[src/rtl/cof_pkg.sv]
package cof_pkg;
  typedef enum logic {
    TB_DIVIDED  = 1'b0,
    TB_EXTERNAL = 1'b1
  } timebase_e;
endpackage

[src/rtl/cof_sync.sv]
module cof_sync #(
  parameter int STAGES = 2
) (
  input  logic clk,
  input  logic rst_n,
  input  logic d,
  output logic q
);
  logic [STAGES-1:0] chain;

  generate
    for (genvar i = 0; i < STAGES; i++) begin : g_stage
      if (i == 0) begin : g_first
        always_ff @(posedge clk or negedge rst_n) begin
          if (!rst_n) chain[0] <= 1'b0;
          else        chain[0] <= d;
        end
      end else begin : g_next
        always_ff @(posedge clk or negedge rst_n) begin
          if (!rst_n) chain[i] <= 1'b0;
          else        chain[i] <= chain[i-1];
        end
      end
    end
  endgenerate

  assign q = chain[STAGES-1];
endmodule

[src/rtl/cof_timebase.sv]
module cof_timebase
  import cof_pkg::*;
#(
  parameter int DIV_W = 8
) (
  input  logic             clk,
  input  logic             rst_n,
  input  timebase_e        mode,
  input  logic [DIV_W-1:0] period,
  input  logic             strobe,
  output logic             tick
);
  logic [DIV_W-1:0] div_cnt;
  logic             div_hit;

  // Divided tick: fires when the counter reaches period-1, so one tick
  // occurs every `period` cycles; period 0 never fires.
  function automatic logic divider_hit(input logic [DIV_W-1:0] cnt,
                                       input logic [DIV_W-1:0] per);
    return (per != '0) && (cnt >= (per - DIV_W'(1)));
  endfunction

  assign div_hit = divider_hit(div_cnt, period);
  assign tick    = (mode == TB_EXTERNAL) ? strobe : div_hit;

  always_ff @(posedge clk or negedge rst_n) begin
    if (!rst_n)                                     div_cnt <= '0;
    else if (mode == TB_EXTERNAL || period == '0)   div_cnt <= '0;
    else if (div_hit)                               div_cnt <= '0;
    else                                            div_cnt <= div_cnt + DIV_W'(1);
  end
endmodule

[src/rtl/cof_run_filter.sv]
module cof_run_filter #(
  parameter int CNT_W = 3
) (
  input  logic             clk,
  input  logic             rst_n,
  input  logic             din,
  input  logic             tick,
  input  logic             enable,
  input  logic [CNT_W-1:0] count,
  output logic             state_q,
  output logic             dout
);
  logic [CNT_W-1:0] run;
  logic             differs;
  logic             done;

  // True when this differing sample completes the required run.
  function automatic logic run_complete(input logic [CNT_W-1:0] r,
                                        input logic [CNT_W-1:0] n);
    return ({1'b0, r} + (CNT_W+1)'(1)) >= {1'b0, n};
  endfunction

  assign differs = (din != state_q);
  assign done    = run_complete(run, count);
  assign dout    = enable ? state_q : din;

  always_ff @(posedge clk or negedge rst_n) begin
    if (!rst_n) begin
      state_q <= 1'b0;
      run     <= '0;
    end else if (!enable) begin
      state_q <= din;
      run     <= '0;
    end else if (tick) begin
      if (!differs) begin
        run <= '0;
      end else if (done) begin
        state_q <= din;
        run     <= '0;
      end else begin
        run <= run + CNT_W'(1);
      end
    end
  end
endmodule

[src/rtl/cof_edge_flags.sv]
module cof_edge_flags (
  input  logic clk,
  input  logic rst_n,
  input  logic sig,
  input  logic clr_rise,
  input  logic clr_fall,
  input  logic ie_rise,
  input  logic ie_fall,
  output logic rise_evt,
  output logic fall_evt,
  output logic flag_rise,
  output logic flag_fall,
  output logic irq
);
  logic prev;

  assign rise_evt = sig & ~prev;
  assign fall_evt = ~sig & prev;

  always_ff @(posedge clk or negedge rst_n) begin
    if (!rst_n) begin
      prev      <= 1'b0;
      flag_rise <= 1'b0;
      flag_fall <= 1'b0;
    end else begin
      prev      <= sig;
      flag_rise <= (flag_rise & ~clr_rise) | rise_evt;
      flag_fall <= (flag_fall & ~clr_fall) | fall_evt;
    end
  end

  assign irq = (flag_rise & ie_rise) | (flag_fall & ie_fall);
endmodule

[src/rtl/cmp_out_filter.sv]
module cmp_out_filter
  import cof_pkg::*;
#(
  parameter int SYNC_STAGES = 2,
  parameter int CNT_W       = 3,
  parameter int DIV_W       = 8
) (
  input  logic             clk,
  input  logic             rst_n,
  input  logic             cmp_raw,
  input  logic             cfg_invert,
  input  logic             cfg_use_filt,
  input  logic             cfg_ext_sample,
  input  logic [CNT_W-1:0] cfg_count,
  input  logic [DIV_W-1:0] cfg_period,
  input  logic             sample_strobe,
  input  logic             ie_rise,
  input  logic             ie_fall,
  input  logic             clr_rise,
  input  logic             clr_fall,
  output logic             out_unfilt,
  output logic             out_filt,
  output logic             out_sel,
  output logic             flag_rise,
  output logic             flag_fall,
  output logic             irq
);
  logic      sync_q;
  logic      tick;
  logic      filter_on;
  logic      filt_q;
  logic      rise_evt;
  logic      fall_evt;
  timebase_e tb_mode;

  function automatic logic filter_enabled(input logic [CNT_W-1:0] n,
                                          input logic [DIV_W-1:0] per,
                                          input logic             ext);
    return (n > CNT_W'(1)) && (ext || (per != '0));
  endfunction

  assign tb_mode   = cfg_ext_sample ? TB_EXTERNAL : TB_DIVIDED;
  assign filter_on = filter_enabled(cfg_count, cfg_period, cfg_ext_sample);

  cof_sync #(.STAGES(SYNC_STAGES)) u_sync (
    .clk(clk), .rst_n(rst_n), .d(cmp_raw), .q(sync_q)
  );

  assign out_unfilt = sync_q ^ cfg_invert;

  cof_timebase #(.DIV_W(DIV_W)) u_tb (
    .clk(clk), .rst_n(rst_n), .mode(tb_mode), .period(cfg_period),
    .strobe(sample_strobe), .tick(tick)
  );

  cof_run_filter #(.CNT_W(CNT_W)) u_filt (
    .clk(clk), .rst_n(rst_n), .din(out_unfilt), .tick(tick),
    .enable(filter_on), .count(cfg_count), .state_q(filt_q), .dout(out_filt)
  );

  assign out_sel = cfg_use_filt ? out_filt : out_unfilt;

  cof_edge_flags u_flags (
    .clk(clk), .rst_n(rst_n), .sig(out_sel),
    .clr_rise(clr_rise), .clr_fall(clr_fall),
    .ie_rise(ie_rise), .ie_fall(ie_fall),
    .rise_evt(rise_evt), .fall_evt(fall_evt),
    .flag_rise(flag_rise), .flag_fall(flag_fall), .irq(irq)
  );
endmodule

[config.mk]
export PLATFORM = sky130hd
export DESIGN_NAME = cmp_out_filter
export DESIGN_NICKNAME = d
export VERILOG_FILES = /design/src/rtl/cof_pkg.sv /design/src/rtl/cof_sync.sv /design/src/rtl/cof_timebase.sv /design/src/rtl/cof_run_filter.sv /design/src/rtl/cof_edge_flags.sv /design/src/rtl/cmp_out_filter.sv
export SDC_FILE = /design/constraint.sdc
export NUM_CORES = 1
export LEC_CHECK = 0
export BUFFER_PORTS_ARGS = -buffer_cell sky130_fd_sc_hd__buf_2
export CORE_MARGIN = 5
export CORE_UTILIZATION = 40
export DETAILED_ROUTE_END_ITERATION = 10
export MAX_ROUTING_LAYER = met4
export REMOVE_ABC_BUFFERS = 1
export SLEW_MARGIN = 30
export SYNTH_ARGS = -nofsm -noshare
export SYNTH_HDL_FRONTEND = slang
export SYNTH_SLANG_ARGS = --single-unit
[constraint.sdc]
create_clock -name clk -period 3.7 [get_ports clk]
set_input_delay 1.11 -clock clk [delete_from_list [all_inputs] [get_ports clk]]
set_output_delay 1.11 -clock clk [all_outputs]
set_load 0.02 [all_outputs]
==> run_results.csv <==
group,metric,value,unit
worst_hold_path,hold_path.class,"flip-flop to flip-flop",
global_route,grt_overflow_total,0,
critical_path,worstPathArrival,2.63,ns
floorplanning,initial_core_util,40.6,%
yosys,synthMuxAreaShare,4.66,%
global_route,grt_start_max_net_pins,18,
cells_and_area,layout-drive-gt1-share,39.0,%
sta,relSlewSlack,72.4,%
clock_network,clockBufferDepth,2,
sta,skew,0.00496,ns
floorplanning,die_h,65.0,um
cells_and_area,fin_util,56.0,%
yosys,synth_area_leaders,"dfrtp_1, ha_1, xor2_1, xnor2_1, inv_1",
sta,setup-violations-final,2,
detailed_routing,drtIter0Drc,39,
cells_and_area,ff_latch_area,425,sq um
clock_network,clk_latency,0.28,ns
clock_network,cts_num_sinks,17,
clock_network,cts_tree,"built",
placed_design,io_buffers,27,
sta,period_needed,3.74,ns
yosys,synth_top_family_by_area,"simple AND/OR/NAND/NOR gates",
yosys,seq_area_frac_synth,35.2,%
placed_design,place_congestion,0.845,
detailed_routing,wl,2.76,mm
placed_design,post-dp-hpwl,2.23,mm
yosys,yosys.area_share.adder,14.5,%
yosys,synthXorXnorAreaFrac,10.9,%
critical_path,cp-start-kind,"primary input",
sta,grt_setup_unrepaired,"yes",
floorplanning,die-area,4220,sq um
cells_and_area,nFillCells,263,
outcome,status,"finished, violations left",
sta,hold_viol,0,
critical_path,path_cells,"buf_8 -> inv_6 -> ha_4 -> or3b_4 -> o311ai_4 -> mux2i_2 -> inv_1 -> buf_6",
critical_path,crit_required,2.59,ns
global_route,grt_pass1_vias,1110,
sta,worst_slack,-0.0390,ns
clock_network,cts_buffers,3,
detailed_routing,antenna_left,0,
critical_path,critPathMaxFanout,2,
detailed_routing,wl_per_cell,13.5,um
floorplanning,pin_count,28,
critical_path,end_kind,"primary output",
job,maxCapViolCount,0,
yosys,synth_compound_area_share,12.8,%
detailed_routing,drcViolationCount,0,
power_and_ir_drop,power.leakage,0.844,nW
floorplanning,core-area,2980,sq um
yosys,synth_edf_count,0,
yosys,yosys_warnings,0,
yosys,syn-cell-area,1210,sq um
power_and_ir_drop,powerDensity,379,nW/um^2
global_route,grt_usage,14.8,%
yosys,synthCells,119,
critical_path,max_stage_delay,0.40,ns
sta,slew_viol_final,0,
yosys,synth-simple-area-share,18.1,%
cells_and_area,area_growth,37.9,%
power_and_ir_drop,ir_drop,0.000221,V
clock_network,ctsRootBufferMaster,"clkbuf_4",
global_route,grt_pass1_wl,4.77,mm
yosys,synth_top_area_share,35.2,%
sta,finalCritPeriodShare,101,%
yosys,ys.flop_type,"dfrtp_1",
outcome,violations,"negative setup slack",
yosys,synth_seq_cells,17,
cells_and_area,layout.nets,209,
placed_design,place_ws,-0.291,ns
sta,worstMarginPinSlew,0.412,ns
yosys,yosysUniqueCellTypes,40,
detailed_routing,dr.pass1.iters,4,
floorplanning,die_x,65.0,um
yosys,synth_area_per_cell,10.2,sq um
critical_path,slowest_stage,"or3b_4",
detailed_routing,num_vias,1026,
yosys,async_flop_share,100,%
cells_and_area,antennaDiodeCount,0,
cells_and_area,multi_input_area,777,sq um
clock_network,htree_levels,1,
sta,fmaxAchievable,267,MHz
global_route,antenna_found_initial,0,
floorplanning,core.rowCount,20,
yosys,post-synth-top-count-cell,"dfrtp_1",
clock_network,path_clk_slew,0.09,ns
detailed_routing,vias_per_cell,5.00,
clock_network,postCtsHoldBufs,0,
yosys,synth_top_area_cell,"dfrtp_1",
critical_path,crit_type,"primary input to primary output",
critical_path,cp.buffers_inverters,4,
yosys,ys_top_cells_by_count,"dfrtp_1, ha_1, inv_1",
sta,tns,-0.0703,ns
critical_path,crit_family,"simple AND/OR/NAND/NOR gates",
stage by stage:
stage | instances | instance area, sq um | total power, W | hold WS, ns
5_1_grt | 205 | 1670 | 0.000680 | 0.372
2_1_floorplan | 118 | 1200 | 0.000399 | 0.331
3_5_place_dp | 191 | 1480 | 0.000489 | 0.348
3_3_place_gp | 191 | 1480 | 0.000474 | 0.333
6_report | 205 | 1670 | 0.000632 | 0.375
4_1_cts | 203 | 1620 | 0.000624 | 0.371
cells by family after synthesis:
| logic type | after synthesis |
|---|---|
| AO/OA/AOI/OAI | 19 |
| adder cells (fa/ha/maj) | 14 |
| AND/OR/NAND/NOR | 37 |
| multiplexers | 5 |
| buffers and inverters | 12 |
| XOR/XNOR | 15 |
| flip-flops | 17 |
layer usage:
metal	vias to the layer above	wire length (um)	track usage [%]	part of all wire [%]
li1	530	-	-	-
met1	481	1240	17.5	45
met2	13	1370	25.8	50
met3	2	138	2.95	5.0
met4	0	14	3.17	0.51
met5	-	0	-	0
worst paths after layout:
path | startpoint | end | slack, ns | depth (start not counted)
setup / recovery | cfg_period[0] | out_sel | -0.04 | 8
hold / removal | u_sync.chain[0]$_DFF_PN0_ | u_sync.q$_DFF_PN0_ | 0.38 | 0
setup reg to reg | u_filt.run[0]$_DFFE_PN0P_ | u_filt.state_q$_DFFE_PN0P_ | 1.52 | 8
hold reg to reg | u_sync.chain[0]$_DFF_PN0_ | u_sync.q$_DFF_PN0_ | 0.38 | 0
max in group asynchronous | rst_n | u_sync.chain[0]$_DFF_PN0_ | 2.70 | 1
min in group asynchronous | rst_n | u_tb.div_cnt[6]$_DFF_PN0_ | 0.73 | 1
power breakdown:
part	switching, W	leakage (nW)	internal (W)	total, W
clock network	0.0000569	0.0150	0.0000418	0.0000987
registers	0.0000311	0.221	0.000216	0.000247
logic	0.000136	0.608	0.000150	0.000286
total	0.000224	0.844	0.000408	0.000632
area by class of cell:
cell class | count | share of cell area, %
clock buffer | 4 | 1.58
multi-input combinational | 90 | 46.6
sequential | 17 | 25.5
tap | 33 | 2.48
inverter | 11 | 2.78
timing repair buffer | 50 | 21.0
state kept, by name (all words and copies together), names as in the netlist:
register           flops
u_tb.div_cnt           8
u_sync.q               1
u_sync.chain           1
u_filt.run             3
u_filt.state_q         1
u_flags.flag_fall      1
u_flags.prev           1
u_flags.flag_rise      1
what timing repair did:
item | CTS | global route
gates resized for setup | 13 | 8
endpoints found under the hold margin | 0 | 0
setup endpoints to repair | 2 | 3
pin swaps | 4 | 2
buffers inserted | 8 | 2
layout by cell type (no fill, tap or decap), types with 2 or more instances in the layout:
cell type | Yosys | routed
xnor2_1 | 7 | 7
nand2b_1 | 2 | 2
nor3_1 | 3 | 3
mux2_4 | 1 | 2
o21ai_0 | 4 | 4
and3_1 | 2 | 2
xor2_1 | 8 | 8
nand2_1 | 3 | 3
clkbuf_4 | 0 | 3
nand3_1 | 5 | 5
ha_1 | 14 | 13
buf_2 | 1 | 22
o211ai_1 | 2 | 2
buf_4 | 0 | 21
buf_6 | 0 | 6
nor2_1 | 10 | 10
or3_1 | 2 | 2
nor4_1 | 2 | 2
mux2i_1 | 3 | 2
inv_1 | 11 | 9
dfrtp_1 | 17 | 17
Power figures use the tool's default switching activity.
